--- config.mk ---
export PLATFORM = sky130hd
export DESIGN_NAME = fps_program_seq
export DESIGN_NICKNAME = d
export VERILOG_FILES = /design/src/rtl/fps_pkg.sv /design/src/rtl/fps_timer.sv /design/src/rtl/fps_bus_cycle.sv /design/src/rtl/fps_program_seq.sv
export SDC_FILE = /design/constraint.sdc
export NUM_CORES = 1
export LEC_CHECK = 0
export ABC_AREA = 1
export ABC_CLOCK_PERIOD_IN_PS = 2300
export BUFFER_PORTS_ARGS = -buffer_cell sky130_fd_sc_hd__clkbuf_2
export CORE_AREA = 4 4 109 111
export CTS_BUF_LIST = sky130_fd_sc_hd__clkbuf_4 sky130_fd_sc_hd__clkbuf_8
export CTS_CLUSTER_SIZE = 28
export DETAILED_ROUTE_END_ITERATION = 6
export DIE_AREA = 0 0 113 115
export GPL_ROUTABILITY_DRIVEN = 0
export SYNTH_ARGS = -nofsm -noshare
export SYNTH_HDL_FRONTEND = slang
export SYNTH_SLANG_ARGS = --single-unit
--- constraint.sdc ---
create_clock -name clk -period 2.3 [get_ports clk]
set_clock_uncertainty 0.2 [all_clocks]
set_input_delay 0.46 -clock clk [delete_from_list [all_inputs] [get_ports clk]]
set_output_delay 0.46 -clock clk [all_outputs]
set_load 0.01 [all_outputs]
--- src/rtl/fps_pkg.sv ---
package fps_pkg;

   typedef enum logic [1:0] {
      PH_IDLE,
      PH_SETUP,
      PH_STROBE,
      PH_HOLD
   } bus_phase_t;

   typedef enum logic [3:0] {
      S_IDLE,
      S_PROG_CMD,
      S_PROG_DATA,
      S_PULSE,
      S_VFY_CMD,
      S_RECOV,
      S_VFY_READ,
      S_CHECK,
      S_RESTORE,
      S_REPORT
   } seq_state_t;

   localparam logic [7:0] CMD_PROGRAM = 8'h40;
   localparam logic [7:0] CMD_VERIFY  = 8'hC0;
   localparam logic [7:0] CMD_READ    = 8'h00;

endpackage

--- src/rtl/fps_timer.sv ---
module fps_timer #(
   parameter int W = 10
) (
   input  logic         clk,
   input  logic         rst_n,
   input  logic         load_i,
   input  logic [W-1:0] val_i,
   output logic         expired_o
);

   logic [W-1:0] cnt;

   generate
      if (W < 1) begin : g_bad_w
         $error("fps_timer: W must be at least 1");
      end
   endgenerate

   always_ff @(posedge clk) begin
      if (!rst_n)           cnt <= '0;
      else if (load_i)      cnt <= val_i;
      else if (cnt != '0)   cnt <= cnt - 1'b1;
   end

   assign expired_o = (cnt == '0) && !load_i;

endmodule

--- src/rtl/fps_bus_cycle.sv ---
module fps_bus_cycle
   import fps_pkg::*;
#(
   parameter int ADDR_W    = 17,
   parameter int DATA_W    = 8,
   parameter int SETUP_CYC = 2,
   parameter int WP_CYC    = 5,
   parameter int HOLD_CYC  = 4,
   parameter int READ_CYC  = 10,
   parameter int IN_STAGES = 1
) (
   input  logic              clk,
   input  logic              rst_n,
   input  logic              go_i,
   input  logic              rd_i,
   input  logic [ADDR_W-1:0] addr_i,
   input  logic [DATA_W-1:0] data_i,
   output logic              done_o,
   output logic [DATA_W-1:0] rd_data_o,
   output logic              ce_n_o,
   output logic              we_n_o,
   output logic              oe_n_o,
   output logic [ADDR_W-1:0] addr_o,
   output logic [DATA_W-1:0] dq_o,
   output logic              dq_oe_o,
   input  logic [DATA_W-1:0] dq_i
);

   localparam int M1   = (SETUP_CYC > WP_CYC) ? SETUP_CYC : WP_CYC;
   localparam int M2   = (HOLD_CYC > READ_CYC) ? HOLD_CYC : READ_CYC;
   localparam int LONG = (M1 > M2) ? M1 : M2;
   localparam int CW   = $clog2(LONG + 1);

   generate
      if (SETUP_CYC < 1 || WP_CYC < 1 || HOLD_CYC < 1) begin : g_bad_wr
         $error("fps_bus_cycle: write phases need at least one cycle each");
      end
      if (READ_CYC < IN_STAGES + 1) begin : g_bad_rd
         $error("fps_bus_cycle: READ_CYC must exceed IN_STAGES");
      end
   endgenerate

   // Optional input capture stages on the incoming data bus
   logic [DATA_W-1:0] dq_s;
   generate
      if (IN_STAGES == 0) begin : g_sync_none
         assign dq_s = dq_i;
      end else begin : g_sync
         logic [DATA_W-1:0] pipe [IN_STAGES];
         always_ff @(posedge clk) begin
            if (!rst_n) begin
               for (int i = 0; i < IN_STAGES; i++) pipe[i] <= '0;
            end else begin
               pipe[0] <= dq_i;
               for (int i = 1; i < IN_STAGES; i++) pipe[i] <= pipe[i-1];
            end
         end
         assign dq_s = pipe[IN_STAGES-1];
      end
   endgenerate

   bus_phase_t    ph;
   logic [CW-1:0] cnt;
   logic          rd_q;

   always_ff @(posedge clk) begin
      if (!rst_n) begin
         ph        <= PH_IDLE;
         cnt       <= '0;
         rd_q      <= 1'b0;
         ce_n_o    <= 1'b1;
         we_n_o    <= 1'b1;
         oe_n_o    <= 1'b1;
         addr_o    <= '0;
         dq_o      <= '0;
         dq_oe_o   <= 1'b0;
         rd_data_o <= '0;
         done_o    <= 1'b0;
      end else begin
         done_o <= 1'b0;
         unique case (ph)
            PH_IDLE: begin
               if (go_i) begin
                  ph      <= PH_SETUP;
                  cnt     <= CW'(SETUP_CYC - 1);
                  rd_q    <= rd_i;
                  ce_n_o  <= 1'b0;
                  addr_o  <= addr_i;
                  dq_o    <= data_i;
                  dq_oe_o <= !rd_i;
               end
            end
            PH_SETUP: begin
               if (cnt == '0) begin
                  ph <= PH_STROBE;
                  if (rd_q) begin
                     cnt    <= CW'(READ_CYC - 1);
                     oe_n_o <= 1'b0;
                  end else begin
                     cnt    <= CW'(WP_CYC - 1);
                     we_n_o <= 1'b0;
                  end
               end else begin
                  cnt <= cnt - 1'b1;
               end
            end
            PH_STROBE: begin
               if (cnt == '0) begin
                  ph     <= PH_HOLD;
                  cnt    <= CW'(HOLD_CYC - 1);
                  we_n_o <= 1'b1;
                  oe_n_o <= 1'b1;
                  if (rd_q) rd_data_o <= dq_s;
               end else begin
                  cnt <= cnt - 1'b1;
               end
            end
            PH_HOLD: begin
               if (cnt == '0) begin
                  ph      <= PH_IDLE;
                  ce_n_o  <= 1'b1;
                  dq_oe_o <= 1'b0;
                  done_o  <= 1'b1;
               end else begin
                  cnt <= cnt - 1'b1;
               end
            end
            default: ph <= PH_IDLE;
         endcase
      end
   end

   assert_we_oe_excl_R10: assert property (@(posedge clk) disable iff (!rst_n)
      !(!we_n_o && !oe_n_o));

   assert_ce_frames_R10: assert property (@(posedge clk) disable iff (!rst_n)
      (!we_n_o || !oe_n_o) |-> !ce_n_o);

   assert_no_drive_on_read_R5: assert property (@(posedge clk) disable iff (!rst_n)
      !oe_n_o |-> !dq_oe_o);

   assert_stable_strobe_R3: assert property (@(posedge clk) disable iff (!rst_n)
      (!we_n_o && !$past(we_n_o)) |-> ($stable(addr_o) && $stable(dq_o)));

   assert_hold_at_rise_R3: assert property (@(posedge clk) disable iff (!rst_n)
      $rose(we_n_o) |-> (!ce_n_o && dq_oe_o && $stable(addr_o) && $stable(dq_o)));

endmodule

--- src/rtl/fps_program_seq.sv ---
module fps_program_seq
   import fps_pkg::*;
#(
   parameter int ADDR_W    = 17,
   parameter int DATA_W    = 8,
   parameter int MAX_TRIES = 25,
   parameter int PULSE_CYC = 1000,
   parameter int RECOV_CYC = 600,
   parameter int SETUP_CYC = 2,
   parameter int WP_CYC    = 5,
   parameter int HOLD_CYC  = 4,
   parameter int READ_CYC  = 10,
   parameter int IN_STAGES = 1,
   localparam int TRY_W    = $clog2(MAX_TRIES + 1)
) (
   input  logic              clk,
   input  logic              rst_n,
   input  logic              req_valid_i,
   input  logic [ADDR_W-1:0] req_addr_i,
   input  logic [DATA_W-1:0] req_data_i,
   output logic              ready_o,
   output logic              done_o,
   output logic              pass_o,
   output logic [TRY_W-1:0]  attempts_o,
   output logic              fl_ce_n_o,
   output logic              fl_we_n_o,
   output logic              fl_oe_n_o,
   output logic [ADDR_W-1:0] fl_addr_o,
   output logic [DATA_W-1:0] fl_dq_o,
   output logic              fl_dq_oe_o,
   input  logic [DATA_W-1:0] fl_dq_i
);

   localparam int TMAX = (PULSE_CYC > RECOV_CYC) ? PULSE_CYC : RECOV_CYC;
   localparam int TW   = $clog2(TMAX + 1);

   generate
      if (DATA_W < 8)
         begin : g_bad_dw   $error("fps_program_seq: DATA_W must hold a command byte"); end
      if (MAX_TRIES < 1)
         begin : g_bad_try  $error("fps_program_seq: MAX_TRIES must be at least 1"); end
      if (PULSE_CYC < 1 || RECOV_CYC < 1)
         begin : g_bad_time $error("fps_program_seq: pulse and recovery need at least one cycle"); end
   endgenerate

   seq_state_t        state, state_n;
   logic [ADDR_W-1:0] addr_q;
   logic [DATA_W-1:0] data_q;
   logic [TRY_W-1:0]  try_cnt;
   logic              pass_q;

   // registered launch controls for the bus engine and timer
   logic              go_q, go_n;
   logic              rd_q, rd_n;
   logic [DATA_W-1:0] bdat_q, bdat_n;
   logic              ld_q, ld_n;
   logic [TW-1:0]     tval_q, tval_n;
   logic              accept, inc_try, set_pass;

   logic              cyc_done;
   logic [DATA_W-1:0] rd_data;
   logic              tmr_exp;

   fps_bus_cycle #(
      .ADDR_W   (ADDR_W),
      .DATA_W   (DATA_W),
      .SETUP_CYC(SETUP_CYC),
      .WP_CYC   (WP_CYC),
      .HOLD_CYC (HOLD_CYC),
      .READ_CYC (READ_CYC),
      .IN_STAGES(IN_STAGES)
   ) u_bus (
      .clk      (clk),
      .rst_n    (rst_n),
      .go_i     (go_q),
      .rd_i     (rd_q),
      .addr_i   (addr_q),
      .data_i   (bdat_q),
      .done_o   (cyc_done),
      .rd_data_o(rd_data),
      .ce_n_o   (fl_ce_n_o),
      .we_n_o   (fl_we_n_o),
      .oe_n_o   (fl_oe_n_o),
      .addr_o   (fl_addr_o),
      .dq_o     (fl_dq_o),
      .dq_oe_o  (fl_dq_oe_o),
      .dq_i     (fl_dq_i)
   );

   fps_timer #(.W(TW)) u_tmr (
      .clk      (clk),
      .rst_n    (rst_n),
      .load_i   (ld_q),
      .val_i    (tval_q),
      .expired_o(tmr_exp)
   );

   always_comb begin
      state_n  = state;
      go_n     = 1'b0;
      rd_n     = 1'b0;
      bdat_n   = data_q;
      ld_n     = 1'b0;
      tval_n   = '0;
      accept   = 1'b0;
      inc_try  = 1'b0;
      set_pass = 1'b0;
      unique case (state)
         S_IDLE: if (req_valid_i) begin
            accept  = 1'b1;
            state_n = S_PROG_CMD;
            go_n    = 1'b1;
            bdat_n  = DATA_W'(CMD_PROGRAM);
         end
         S_PROG_CMD: if (cyc_done) begin
            state_n = S_PROG_DATA;
            go_n    = 1'b1;
            bdat_n  = data_q;
         end
         S_PROG_DATA: if (cyc_done) begin
            state_n = S_PULSE;
            ld_n    = 1'b1;
            tval_n  = TW'(PULSE_CYC);
         end
         S_PULSE: if (tmr_exp) begin
            state_n = S_VFY_CMD;
            go_n    = 1'b1;
            bdat_n  = DATA_W'(CMD_VERIFY);
         end
         S_VFY_CMD: if (cyc_done) begin
            state_n = S_RECOV;
            ld_n    = 1'b1;
            tval_n  = TW'(RECOV_CYC);
         end
         S_RECOV: if (tmr_exp) begin
            state_n = S_VFY_READ;
            go_n    = 1'b1;
            rd_n    = 1'b1;
         end
         S_VFY_READ: if (cyc_done) state_n = S_CHECK;
         S_CHECK: begin
            go_n = 1'b1;
            if (rd_data == data_q) begin
               set_pass = 1'b1;
               state_n  = S_RESTORE;
               bdat_n   = DATA_W'(CMD_READ);
            end else if (try_cnt == TRY_W'(MAX_TRIES)) begin
               state_n  = S_RESTORE;
               bdat_n   = DATA_W'(CMD_READ);
            end else begin
               inc_try  = 1'b1;
               state_n  = S_PROG_CMD;
               bdat_n   = DATA_W'(CMD_PROGRAM);
            end
         end
         S_RESTORE: if (cyc_done) state_n = S_REPORT;
         S_REPORT:  state_n = S_IDLE;
         default:   state_n = S_IDLE;
      endcase
   end

   always_ff @(posedge clk) begin
      if (!rst_n) begin
         state   <= S_IDLE;
         addr_q  <= '0;
         data_q  <= '0;
         try_cnt <= '0;
         pass_q  <= 1'b0;
         go_q    <= 1'b0;
         rd_q    <= 1'b0;
         bdat_q  <= '0;
         ld_q    <= 1'b0;
         tval_q  <= '0;
      end else begin
         state  <= state_n;
         go_q   <= go_n;
         rd_q   <= rd_n;
         bdat_q <= bdat_n;
         ld_q   <= ld_n;
         tval_q <= tval_n;
         if (accept) begin
            addr_q  <= req_addr_i;
            data_q  <= req_data_i;
            try_cnt <= TRY_W'(1);
            pass_q  <= 1'b0;
         end else begin
            if (inc_try)  try_cnt <= try_cnt + 1'b1;
            if (set_pass) pass_q  <= 1'b1;
         end
      end
   end

   assign ready_o    = (state == S_IDLE);
   assign done_o     = (state == S_REPORT);
   assign pass_o     = pass_q;
   assign attempts_o = try_cnt;

   assert_ready_after_done_R8: assert property (@(posedge clk) disable iff (!rst_n)
      done_o |=> ready_o);

   assert_attempt_cap_R7: assert property (@(posedge clk) disable iff (!rst_n)
      try_cnt <= TRY_W'(MAX_TRIES));

   assert_req_held_R9: assert property (@(posedge clk) disable iff (!rst_n)
      !ready_o |=> ($stable(addr_q) && $stable(data_q)));

   assert_done_single_R8: assert property (@(posedge clk) disable iff (!rst_n)
      done_o |=> !done_o);

endmodule

# Word-level counts from Yosys, hierarchy flattened
# Memories as Yosys holds them, arrays and structs flattened. A register that Yosys moved wholly into a read port is not among the register bits.
# Index checks and enable logic that the tools add are counted.
totals:
  reg_bits: 103
  latchBits: 0
  ramBits: 8
  mem_bits_ro: 0
  in_bits: 36
  wordCells: 145
  mem_count: 1
mem_list:
  columns: ["name", "words", "width", "read_ports", "rd_ports_with_merged_regs", "wr", "line", "source"]
  rows:
  - ["u_bus.g_sync.pipe", 1, 8, 1, 1, 1, "fps_bus_cycle.sv:49", "logic [DATA_W-1:0] pipe [IN_STAGES];"]
classes:
  addsub: 3
  n_mul: 0
  n_div: 0
  magnitude_cmp: 0
  eq_ne: 29
  shift: 0
  muxes: 61
  n_bitwise: 1
  n_reduce_logical: 28
ops:
  columns: ["operator", "n"]
  rows:
  - ["two-way mux 4 bit", 15]
  - ["two-way mux 10 bit", 4]
  - ["case mux 4 bit (9 select lines)", 1]
  - ["two-way mux 8 bit", 3]
  - ["case mux 8 bit (3 select lines)", 1]
  - ["two-way mux 1 bit", 23]
  - ["case mux 10 bit (2 select lines)", 1]
  - ["inequality test 2 x 1 -> 1 bit, second input constant", 9]
  - ["equality test 4 x 3 -> 1 bit, second input constant", 4]
  - ["case mux 4 bit (4 select lines)", 1]
  - ["two-way mux 7 bit", 2]
  - ["inequality test 2 bit, second input constant", 6]
  - ["AND reduction 4 bit", 3]
  - ["zero test 10 bit", 1]
  - ["AND reduction 2 bit", 5]
  - ["nonzero test 10 bit", 1]
  - ["subtractor 10 x 1 -> 10 bit, second input constant", 1]
  - ["equality test 4 x 2 -> 1 bit, second input constant", 2]
  - ["equality test 4 bit, second input constant", 2]
  - ["equality test 8 bit", 1]
  - ["zero test 4 bit", 2]
  - ["two-way mux 2 bit", 4]
  - ["case mux 1 bit (2 select lines)", 4]
  - ["case mux 2 bit (4 select lines)", 1]
  - ["16 further kinds", 25]

# Depth between registers and ports, before layout
# Gate-level depths: netlist (run 1).
logic_depth:
  ltp_word: 6
  mapped_depth: 11

# Modules after synthesis
# A second synthesis (run 1) with hierarchy kept.
hier_totals:
  cells_unflattened: 645
  area_unflattened_um2: 4798.4
modules_own_cells:
  columns: ["module", "n_inst", "cells_each", "area_each_um2"]
  rows:
  - ["fps_program_seq", 1, 283, 2105.8]
  - ["fps_bus_cycle", 1, 270, 2073.2]
  - ["fps_timer", 1, 92, 619.3]

# Worst setup path before layout (run 1)
# Ideal clock, no wire load.
synth_path:
  path_kind: "reg2reg"
  from: "register u_bus.ph[0]"
  to: "register u_bus.rd_data_o[1], read port of u_bus.g_sync.pipe"
  t_arrival_ns: 1.413
  t_required_ns: 1.981
  slack_ns: 0.568
  stages_incl_launch_ff: 9
  n_path_buf: 1
  period_less_slack_ns: 1.732
  path_cell_list: "dfxtp_1 > inv_1 > ha_1 > inv_1 > nor2_1 > nand2_1 > buf_2 > o21ai_0 > a21oi_1"
synth_via:
  elab_chain_cells: 2
synth_lines:
  columns: ["item", "line", "source"]
  rows:
  - ["from (decl)", "fps_bus_cycle.sv:62", "bus_phase_t ph;"]
  - ["from (signal assigned)", "fps_bus_cycle.sv:68", "ph <= PH_IDLE;"]
  - ["from (signal assigned)", "fps_bus_cycle.sv:84", "ph <= PH_SETUP;"]
  - ["from (signal assigned)", "fps_bus_cycle.sv:95", "ph <= PH_STROBE;"]
  - ["equality test 2 bit", "fps_bus_cycle.sv:81", "unique case (ph)"]
  - ["AND reduction 3 bit (no line)", null, null]
  - ["to (decl)", "fps_bus_cycle.sv:19", "output logic [DATA_W-1:0] rd_data_o,"]
# No other way between the ends.
# A chain may end at the register's enable or synchronous reset.

# Worst setup path in the final report (run 1)
layout_path:
  from: "register state[3]"
  to: "output done_o"
layout_via:
  elab_chain_cells: 1
layout_lines:
  columns: ["item", "line", "source"]
  rows:
  - ["from (decl)", "fps_program_seq.sv:46", "seq_state_t state, state_n;"]
  - ["from (signal assigned)", "fps_program_seq.sv:175", "state <= state_n;"]
  - ["equality test 4 bit", "fps_program_seq.sv:194", "assign done_o = (state == S_REPORT);"]
  - ["to (decl)", "fps_program_seq.sv:22", "output logic done_o,"]
# No other way between the ends.

==> results of run 1 <==
-- worst max-delay path, cell delays in order (launching register included) --
cell and delay [ns]:
dfxtp_1 0.48, inv_1 0.09, nor4_1 0.30, clkbuf_2 0.20
-- kinds of logic after synthesis --
kind of cell	Yosys count	synth area share (%)
flops	112	48.8
fa+ha+maj	10	2.73
xor+xnor	10	1.91
compound gates	165	19.0
simple gates	198	19.1
buf+inv	97	8.50
-- metal layers --
metal	vias up	GRT usage, %	wire, um	part of all wire, %
met5	-	0	0	0
met4	0	4.49	157	1.6
met3	13	3.42	450	4.5
met2	77	27.6	4700	47
met1	1780	20.0	4690	47
li1	2070	-	-	-
-- layout by cell type (no fill, tap or decap), drive strengths merged, types with 3 or more instances in the layout --
| master | count |
|---|---|
| o21ai | 73 |
| a21oi | 76 |
| nand2 | 94 |
| clkbuf | 81 |
| dfxtp | 112 |
| a211oi | 4 |
| inv | 78 |
| xor2 | 3 |
| buf | 9 |
| ha | 10 |
| nor2 | 60 |
| nand3 | 32 |
| clkinv | 3 |
| nor3 | 9 |
| xnor2 | 7 |
-- metrics by stage --
stage               worst slack [ns]  total power [uW]  hold WS (ns)
floorplan                      0.568              4270         0.222
global placement               0.485              4780         0.234
detailed placement             0.417              4850         0.243
CTS                            0.137              6090        0.0493
global route                  0.0954              6540        0.0561
finish                         0.210              6040        0.0652
-- path summary, 6_finish.rpt --
path                                      startpoint                                  to  slack (ns)
setup / recovery               state[3]$_SDFFE_PN0P_                              done_o        0.21
hold / removal                            fl_dq_i[4]  u_bus.g_sync.pipe[0][4]$_SDFF_PN0_        0.07
setup reg to reg           u_bus.cnt[0]$_SDFFE_PN0P_            u_bus.ph[0]$_SDFFE_PN0P_        0.36
hold reg to reg   u_bus.g_sync.pipe[0][5]$_SDFF_PN0_     u_bus.rd_data_o[5]$_SDFFE_PN0P_        0.25
-- state kept, by name, indices dropped and copies added (netlist names), 2 cells and up --
signal	flops
u_bus.rd_data_o	8
state	4
u_bus.dq_o	8
attempts_o	5
u_bus.cnt	4
u_bus.addr_o	17
data_q	8
u_tmr.cnt	10
tval_q	3
bdat_q	8
u_bus.g_sync.pipe	8
u_bus.ph	2
addr_q	17
-- report_power, final --
part | switching [uW] | leakage, uW | internal (uW)
combinational | 1410 | 0.00132 | 797
clock | 706 | 0.000111 | 538
sequential | 234 | 0.000918 | 2350
-- cell type report --
cell class	instances	area, um^2
clock buffer	9	124
fill	1067	5480
multi-input combinational	383	1960
tap	140	175
sequential	112	2240
inverter	75	282
clock inverter	7	95.1
timing repair buffer	81	440
==> flow_summary_export.csv, run 1 <==
group,metric,value,unit
status,outcome,"finished, final reports clean",
timing,finalCritPeriodShare,90.9,%
grt,grtUsageTotal,15.9,%
timing,setup_violations,0,
die,core_area,10800,um^2
cts,h-tree-depth,3,
final_layout,drive_above_1_share,17.2,%
timing,setup_tns,0,ns
grt,grt_pass1_wl,17200,um
cts,cts_tree,"built",
die,std_cell_rows,38,
placement,place_area,5100,um^2
cts,cts_resized,0,
timing,maxSlewHeadroom,73.5,%
timing,rsz0062_at_grt,"false",
hold_path,hp-class,"input pin to flip-flop",
critical_path,crit_path_max_fanout,6,
grt,grt_max_degree,50,
timing,drv_slew,0,
drt,avgRoutedWirePerCell,12.4,um
hold_path,holdPathStages,3,
final_layout,diodes,0,
cts,clk_latency,0.38,ns
critical_path,worst-r2r-cell-count,7,
placement,dp_hpwl,7370,um
cts,cts_setup_buffers,0,
timing,min_period,2.09,ns
synth,syn-num-nets,638,
power_and_ir_drop,powerDensity,1140,nW/um^2
critical_path,crit_required,1.64,ns
synth,synth_flop_cell,"dfxtp_1",
synth,synth_commonest_cells,"112 x dfxtp_1, 92 x nand2_1, 76 x a21oi_1",
grt,overflow,0,
critical_path,cp_data_arrival_time,1.43,ns
placement,portBuffers,72,
synth,ys_seq_elements,112,
power_and_ir_drop,power.leakage,0.00235,uW
synth,synth_area_leader_cell,"dfxtp_1",
drt,drc,0,
die,die_area,13000,um^2
cts,clock_sinks,112,
die,fp.dieH,115,um
drt,drt_iter0_drc,176,
grt,grt_pass1_vias,3768,
timing,hold_violations,0,
cts,clkTransAtPathRegs,0.12,ns
die,initial_core_util,42.5,%
timing,max_freq,0.478,GHz
synth,yosys-top-cells-area,"dfxtp_1 49%, a21oi_1 8.3%, nand2_1 7.5%, o21ai_0 7.5%, inv_1 5.6%",
final_layout,finalCoreUtilization,49.3,%
critical_path,crit_path_start_kind,"flip-flop",
cts,cts_inserted_buffers,9,
synth,syn_avg_cell_area,7.75,um^2
final_layout,area_delta_synth_final,15.8,%
synth,ys_types,36,
synth,async_flop_share,0,%
drt,ant_nets,0,
placement,dp.cells,791,
drt,vias_per_cell,4.88,
synth,synth.most_common_cell,"dfxtp_1",
final_layout,final_cells,807,
synth,synth_area,4590,um^2
final_layout,fin_area,5320,um^2
synth,yosys_warnings,0,
drt,wirelength,10000,um
synth,synth_top_area_share,48.8,%
drt,vias,3940,
synth,synth_seq_area_share,48.8,%
final_layout,nNetsFinal,708,
timing,tightest_slew,0.393,ns
die,io_pins,73,
drt,firstDrtPassIters,7,
die,fp.dieW,113,um
cts,hold_buffers,0,
power_and_ir_drop,ir_worst_vdd,0.642,mV
cts,cts-root-buf,"clkbuf_8",
grt,antenna_found_initial,0,
critical_path,worstSetupPathType,"flip-flop to output pin",
cts,clk_path_buf_depth,2,
synth,synth_enable_flop_cells,0,
synth,synthCells,592,
critical_path,end_kind,"output pin",
run,maxCapViolations,0,
Note: power is estimated with default switching activity, not from simulation.
==> inputs of run 2 (changes only) <==
CELL_PAD_IN_SITES_DETAIL_PLACEMENT = 1   (was unset)
CELL_PAD_IN_SITES_GLOBAL_PLACEMENT = 2   (was unset)
CORE_AREA = 4 4 122 124   (was 4 4 109 111)
DIE_AREA = 0 0 126 128   (was 0 0 113 115)
PLACE_DENSITY_LB_ADDON = 0.1   (was unset)
==> flow_summary_export.csv, run 2 (synthesis gave the netlist of run 1 again) <==
group,metric,value,unit
final_layout,final_cells,849,
final_layout,multi_input_area,1960,um^2
cts,clk_path_buf_depth,2,
die,core_area,13800,um^2
drt,drc,0,
die,fp.dieH,128,um
power_and_ir_drop,ir_worst_vdd,0.488,mV
placement,dp.cells,833,
grt,overflow,0,
cts,cts-root-buf,"clkbuf_8",
power_and_ir_drop,powerDensity,1150,nW/um^2
critical_path,max_stage_delay,0.48,ns
critical_path,worstSetupPathType,"flip-flop to output pin",
die,fp.dieW,126,um
final_layout,fill_cells,1764,
drt,avgRoutedWirePerCell,14.0,um
cts,hold_buffers,0,
grt,grtUsageTotal,15.3,%
critical_path,cp_slowest_cell,"dfxtp_1",
critical_path,end_kind,"output pin",
timing,maxSlewHeadroom,70.3,%
timing,setup_violations,0,
placement,portBuffers,72,
cts,cts_inserted_buffers,9,
timing,drv_slew,0,
critical_path,crit_path_start_kind,"flip-flop",
timing,setup_tns,0,ns
cts,h-tree-depth,3,
drt,vias,4021,
cts,cts_resized,0,
timing,rsz0062_at_grt,"false",
critical_path,crit_required,1.64,ns
drt,drt_iter0_drc,158,
power_and_ir_drop,power.leakage,0.00236,uW
placement,dp_hpwl,8970,um
hold_path,hp-class,"input pin to flip-flop",
grt,grt_pass1_wl,20000,um
timing,max_freq,0.482,GHz
final_layout,nNetsFinal,710,
drt,vias_per_cell,4.74,
drt,ant_nets,0,
critical_path,crit_path_max_fanout,6,
timing,tightest_slew,0.440,ns
final_layout,final_common_cell,"dfxtp_1",
cts,clk_latency,0.38,ns
final_layout,top_regs,"addr_q (17), u_bus.addr_o (17), u_tmr.cnt (10)",
final_layout,diodes,0,
die,initial_core_util,33.3,%
timing,finalCritPeriodShare,90.2,%
drt,wirelength,11900,um
cts,cts_setup_buffers,0,
timing,min_period,2.07,ns
final_layout,register_area,2240,um^2
cts,clock_sinks,112,
cts,clkTransAtPathRegs,0.11,ns
grt,grt_max_degree,41,
final_layout,final_cell_mix,"112 x dfxtp_1, 92 x nand2_1, 76 x a21oi_1, 72 x clkbuf_2",
die,die_area,16100,um^2
final_layout,drive_above_1_share,17.5,%
die,io_pins,73,
grt,antenna_found_initial,0,
run,maxCapViolations,0,
timing,hold_violations,0,
cts,cts_tree,"built",
status,outcome,"finished, final reports clean",
drt,firstDrtPassIters,4,
grt,grt_pass1_vias,4120,
final_layout,area_delta_synth_final,17.5,%
critical_path,cp_data_arrival_time,1.41,ns
critical_path,path_cells,"inv_1 -> nor4_1 -> clkbuf_2",
die,std_cell_rows,43,
[run 2: power by group]
group | leakage [uW] | internal (uW) | switching [uW] | total, uW
sequential | 0.000918 | 2350 | 237 | 2590
combinational | 0.00133 | 800 | 1460 | 2260
clock | 0.000118 | 639 | 728 | 1370
[run 2: area by class of cell]
type | count | share of cell area (%)
timing repair buffer | 83 | 8.44
inverter | 75 | 5.22
tap | 180 | 4.17
sequential | 112 | 41.6
clock buffer | 9 | 2.30
multi-input combinational | 383 | 36.3
clock inverter | 7 | 2.02
[run 2: final timing paths]
kind,start,to,slack [ns],depth (start not counted)
worst min register to register,pass_o$_SDFFE_PP0P_,pass_o$_SDFFE_PP0P_,0.26,2
worst max-delay path,state[3]$_SDFFE_PN0P_,done_o,0.23,3
worst max register to register,u_bus.cnt[0]$_SDFFE_PN0P_,u_bus.rd_data_o[4]$_SDFFE_PN0P_,0.32,7
worst min-delay path,fl_dq_i[3],u_bus.g_sync.pipe[0][3]$_SDFF_PN0_,0.05,3
[run 2: per-layer routing]
metal | up-vias | GRT usage (%) | part of all wire (%)
met3 | 18 | 2.42 | 3.3
met2 | 58 | 25.9 | 47
li1 | 2070 | - | -
met4 | 0 | 7.00 | 2.7
met1 | 1875 | 19.3 | 47
met5 | - | 0 | 0
[run 2: critical path, delay by kind of cell, from the launching register on]
family	cells	cell delay (ns)
buf+inv	2	0.29
flops	1	0.48
simple gates	1	0.27
[run 2: stage by stage]
stage	instance area, um^2	utilization (%)	hold WS (ns)	setup slack [ns]	power [uW]
floorplan	4590	-	0.222	0.568	4270
global placement	5160	37.5	0.235	0.420	4850
detailed placement	5160	37.5	0.246	0.317	4930
CTS	5400	39.2	0.0244	0.189	6330
global route	5400	39.2	0.0498	0.0488	6770
finish	5400	39.2	0.0508	0.226	6220
